$ cat src/rtl/rtc_buf_pkg.sv
package rtc_buf_pkg;
  typedef logic [7:0] byte_t;
endpackage

$ cat src/rtl/rtc_buf_ptr.sv
module rtc_buf_ptr #(
  parameter int ADDR_W = 8,
  parameter int N_REG  = 14
) (
  input  logic              clk_i,
  input  logic              rst_ni,
  input  logic              load_i,
  input  logic [ADDR_W-1:0] load_val_i,
  input  logic              adv_i,
  output logic [ADDR_W-1:0] ptr_o,
  output logic              wrap_o
);
  localparam logic [ADDR_W-1:0] LAST = ADDR_W'(N_REG - 1);
  localparam logic [ADDR_W-1:0] MAXP = '1;

  logic [ADDR_W-1:0] ptr_q, nxt;

  always_comb begin
    nxt = (ptr_q == LAST || ptr_q == MAXP) ? '0 : ptr_q + 1'b1;
  end

  assign wrap_o = adv_i & ~load_i & (nxt == '0);
  assign ptr_o  = ptr_q;

  always_ff @(posedge clk_i or negedge rst_ni) begin
    if (!rst_ni)     ptr_q <= '0;
    else if (load_i) ptr_q <= load_val_i;
    else if (adv_i)  ptr_q <= nxt;
  end
endmodule

$ cat src/rtl/rtc_buf_wr.sv
module rtc_buf_wr
  import rtc_buf_pkg::*;
#(
  parameter int ADDR_W = 8,
  parameter int N_REG  = 14
) (
  input  logic              clk_i,
  input  logic              rst_ni,
  input  logic              wr_byte_i,
  input  logic              ack_i,
  input  byte_t             data_i,
  input  logic [ADDR_W-1:0] ptr_i,
  output logic              commit_o,
  output logic              wr_en_o,
  output byte_t             wr_data_o,
  output logic              div_rst_o
);
  logic  pend_q;
  byte_t pend_d_q;

  assign commit_o  = ack_i & pend_q;
  assign wr_en_o   = commit_o & (ptr_i < ADDR_W'(N_REG));
  assign div_rst_o = commit_o & (ptr_i == '0);
  assign wr_data_o = pend_d_q;

  always_ff @(posedge clk_i or negedge rst_ni) begin
    if (!rst_ni) begin
      pend_q   <= 1'b0;
      pend_d_q <= '0;
    end else if (wr_byte_i) begin
      pend_q   <= 1'b1;
      pend_d_q <= data_i;
    end else if (ack_i) begin
      pend_q   <= 1'b0;
    end
  end
endmodule

$ cat src/rtl/rtc_buf_shadow.sv
module rtc_buf_shadow #(
  parameter int N_TIME = 7
) (
  input  logic                clk_i,
  input  logic                rst_ni,
  input  logic                refresh_i,
  input  logic [N_TIME*8-1:0] live_i,
  output logic [N_TIME*8-1:0] sh_o
);
  for (genvar g = 0; g < N_TIME; g++) begin : g_byte
    always_ff @(posedge clk_i or negedge rst_ni) begin
      if (!rst_ni)        sh_o[g*8 +: 8] <= '0;
      else if (refresh_i) sh_o[g*8 +: 8] <= live_i[g*8 +: 8];
    end
  end
endmodule

$ cat src/rtl/rtc_buf_port.sv
module rtc_buf_port
  import rtc_buf_pkg::*;
#(
  parameter int ADDR_W = 8,
  parameter int N_TIME = 7,
  parameter int N_REG  = 14
) (
  input  logic               clk_i,
  input  logic               rst_ni,
  input  logic               start_i,
  input  logic               stop_i,
  input  logic               addr_load_i,
  input  logic               wr_byte_i,
  input  logic               ack_i,
  input  logic               rd_byte_i,
  input  logic [7:0]         data_i,
  output logic [7:0]         rdata_o,
  input  logic [N_REG*8-1:0] live_i,
  output logic               wr_en_o,
  output logic [ADDR_W-1:0]  wr_addr_o,
  output logic [7:0]         wr_data_o,
  output logic               div_rst_o
);
  localparam int IDX_W = $clog2(N_REG);

  logic [ADDR_W-1:0]   ptr_q;
  logic                wrap, commit, refresh;
  logic [N_TIME*8-1:0] sh_flat;
  byte_t               rd_tbl [N_REG];
  logic [IDX_W-1:0]    idx;

  assign refresh = start_i | stop_i | wrap;

  rtc_buf_ptr #(.ADDR_W(ADDR_W), .N_REG(N_REG)) u_ptr (
    .clk_i, .rst_ni,
    .load_i    (addr_load_i),
    .load_val_i(data_i[ADDR_W-1:0]),
    .adv_i     (rd_byte_i | commit),
    .ptr_o     (ptr_q),
    .wrap_o    (wrap)
  );

  rtc_buf_wr #(.ADDR_W(ADDR_W), .N_REG(N_REG)) u_wr (
    .clk_i, .rst_ni,
    .wr_byte_i, .ack_i, .data_i,
    .ptr_i    (ptr_q),
    .commit_o (commit),
    .wr_en_o, .wr_data_o, .div_rst_o
  );

  rtc_buf_shadow #(.N_TIME(N_TIME)) u_sh (
    .clk_i, .rst_ni,
    .refresh_i(refresh),
    .live_i   (live_i[N_TIME*8-1:0]),
    .sh_o     (sh_flat)
  );

  for (genvar g = 0; g < N_REG; g++) begin : g_tbl
    if (g < N_TIME) begin : g_sh
      assign rd_tbl[g] = sh_flat[g*8 +: 8];
    end else begin : g_live
      assign rd_tbl[g] = live_i[g*8 +: 8];
    end
  end

  assign idx       = IDX_W'(ptr_q);
  assign rdata_o   = (ptr_q < ADDR_W'(N_REG)) ? rd_tbl[idx] : 8'h00;
  assign wr_addr_o = ptr_q;
endmodule

$ cat config.mk
export PLATFORM = sky130hd
export DESIGN_NAME = rtc_buf_port
export DESIGN_NICKNAME = d
export VERILOG_FILES = /design/src/rtl/rtc_buf_pkg.sv /design/src/rtl/rtc_buf_ptr.sv /design/src/rtl/rtc_buf_wr.sv /design/src/rtl/rtc_buf_shadow.sv /design/src/rtl/rtc_buf_port.sv
export SDC_FILE = /design/constraint.sdc
export NUM_CORES = 1
export LEC_CHECK = 0
export BUFFER_PORTS_ARGS = -buffer_cell sky130_fd_sc_hd__buf_2
export CAP_MARGIN = 10
export CORE_MARGIN = 4
export CORE_UTILIZATION = 25
export CTS_CLUSTER_DIAMETER = 50
export CTS_CLUSTER_SIZE = 20
export DETAILED_ROUTE_END_ITERATION = 10
export GPL_TIMING_DRIVEN = 0
export HOLD_SLACK_MARGIN = 0.12
export PLACE_DENSITY = 0.51
export SLEW_MARGIN = 20
export SYNTH_ARGS = -nofsm -noshare
export SYNTH_HDL_FRONTEND = slang
export SYNTH_SLANG_ARGS = --single-unit
$ cat constraint.sdc
create_clock -name clk_i -period 10.1 [get_ports clk_i]
set_input_delay 3.03 -clock clk_i [delete_from_list [all_inputs] [get_ports clk_i]]
set_output_delay 3.03 -clock clk_i [all_outputs]
set_load 0.05 [all_outputs]
==> results.cfg <==
[grt]
grt_max_degree = 50
antenna_found_initial = 1
grt_pass1_wl_mm = 37.3
track_usage = 0.179
grt_overflow = 0
grt_pass1_vias = 6273

[cts]
path_clk_slew_ns = 0.06
cts_buffers = 9
cts_resized = 0
holdBufCountCts = 0
clock_sinks = 73
clockBufferDepth = 2
htreeDepth = 3
clkLatencyLatePin_ns = 0.35
cts_setup_buffers = 0
clockRootBuffer = clkbuf_16
cts_tree = done

[sta]
fmax_mhz = 134
finalSetupTns_ns = 0
worst_clock_skew_ns = 0.00581
whs_ns = 0.500
timing.final.crit_share = 0.739
tightest_slew_ns = 1.07
rsz0062_at_grt = false
setup_violations = 0
timing.max_slew.rel_slack = 0.287
fin_crit_ns = 7.47
slew_violations = 0
hold_violations = 0
worst_slack_ns = 2.63

[synth]
seq_area_frac_synth = 0.306
synthesis.nets = 798
async_flop_share = 1.00
syn_area_um2 = 5970
yosysUniqueCellTypes = 39
avgSynthCellArea_um2 = 8.95
synth.most_common_cell = dfrtp_1
synth.top_cells.by_area = dfrtp_1, a311o_1, mux4_2
synth_top_area_cell = dfrtp_1
synth_top_area_frac = 0.306
synthFlopType = dfrtp_1
yosysWarnings = 0
synth_edf_count = 0
ys_ff_latch = 73
synthTopCellsByCount = dfrtp_1, nand2_1, clkbuf_1, nand3_1
syn_inst = 667

[setup_path]
cp_top_family = multiplexers
cp.arrival_ns = 4.44
start_kind = input port
cp_slowest_stage_delay_ns = 0.46
critPathKind = input port to output pin
cp.required_ns = 7.07
cp_num_buf_inv = 2
cp_max_fo = 1
crit_chain = buf_2 -> mux4_2 -> mux2i_1 -> nor2_1 -> a21oi_1 -> nor2_1 -> buf_2
worst_path_max_delay_cell = mux4_2
cp-end-kind = output pin

[min_path]
hold_class = flop to flop

[drt]
avgRoutedWirePerCell_um = 21.0
routed_wl_mm = 24.2
vias = 6304
via_per_inst = 5.46
drc = 0
drt_pass1_iterations = 5
drt_iter0_markers = 594
ant_nets = 0

[outcome]
status = completed

[cells_and_area]
nNetsFinal = 961
drive_gt1_frac = 0.261
syn2layout_area_growth_pct = 24.8
fin_area_um2 = 7460
n_fill_cell = 2426

[power]
power_density_nw_per_um2 = 137
ir_worst_vdd_v = 0.0000803
power_w = 0.00102
leakagePower_nw = 2.87

[floorplan]
die_w_um = 163
core-area_um2 = 23500
die_area_um2 = 26400
io_pins = 154
start_util = 0.254
fp-row-count = 56
die_h_um = 163

[placed_design]
place_congestion = 0.843
io_buffer_count = 151
dpl_cell_area_um2 = 7160
hpwl_mm = 17.9
preCtsSetupSlack_ns = 2.67

[job]
maxCapViolCount = 0
[metal layers]
metal | up-vias | track usage | routed length [µm]
li1 | 2947 | - | -
met1 | 3058 | 0.253 | 11000
met2 | 270 | 0.285 | 11000
met3 | 29 | 0.0309 | 1710
met4 | 0 | 0.0507 | 476
met5 | - | 0 | 0
[flip-flops by register name, summed over array words and instances, names as in the netlist]
signal	cells
u_sh.sh_o	56
u_ptr.ptr_o	8
u_wr.wr_data_o	8
u_wr.pend_q	1
[through the flow]
stage | utilization | std cells
after floorplan | - | 667
after global routing | 0.318 | 1154
final | 0.318 | 1154
after global placement | 0.304 | 1137
after detailed placement | 0.305 | 1138
after CTS | 0.318 | 1153
[layout by cell type (no fill, tap or decap), drive strengths merged, types with 2 or more instances in the layout]
cell    count
o22ai       8
mux2        8
buf       173
nand3      59
nand2b      2
xnor2       3
a21oi      13
nor2       22
o221ai     56
a21o        3
o211ai     56
nor4        4
ha          3
nor3        6
nand2      70
a311o      56
mux2i      16
clkbuf     78
and3        3
clkinv      2
inv        12
mux4       24
dfrtp      73
o21ai      13
a31oi       2
nor2b      56
a32oi       2
[power breakdown]
group | internal [W] | total [W] | switching [W] | leakage, nW
combinational | 0.000134 | 0.000322 | 0.000188 | 1.87
clock | 0.000203 | 0.000340 | 0.000137 | 0.148
sequential | 0.000325 | 0.000360 | 0.0000352 | 0.851
total | 0.000662 | 0.00102 | 0.000360 | 2.87
[path summary, 6_finish.rpt]
path	startpoint	endpoint	slack [ns]	depth (start not counted)
worst max register to register	u_ptr.ptr_o[0]	u_sh.sh_o[40]	6.19	10
max in group asynchronous	rst_ni	u_wr.wr_data_o[2]	6.88	2
worst min-delay path	u_wr.wr_data_o[3]	u_wr.wr_data_o[3]	0.50	1
worst max-delay path	live_i[58]	rdata_o[2]	2.63	7
min in group asynchronous	rst_ni	u_sh.sh_o[52]	2.60	1
worst min register to register	u_wr.wr_data_o[3]	u_wr.wr_data_o[3]	0.50	1
[cell families after synthesis]
kind of cell,Yosys count,synth area share
AND/OR/NAND/NOR,227,0.186
AO/OA/AOI/OAI,213,0.295
buffers and inverters,99,0.0683
flip-flops,73,0.306
multiplexers,48,0.132
XOR/XNOR,4,0.00587
adder cells (fa/ha/maj),3,0.00629
[area by class of cell]
type / instances / area [µm²] / share of cell area
Clock inverter: 3 / 40.0 / 0.00537
Inverter: 12 / 45.0 / 0.00604
Antenna cell: 1 / 2.50 / 0.000336
Buffer: 87 / 363 / 0.0487
Tap cell: 319 / 399 / 0.0535
Clock buffer: 12 / 256 / 0.0344
Sequential cell: 73 / 1830 / 0.245
Timing Repair Buffer: 152 / 786 / 0.105
Multi-Input combinational cell: 495 / 3740 / 0.501
No activity file was read; power rests on OpenSTA's default activity.
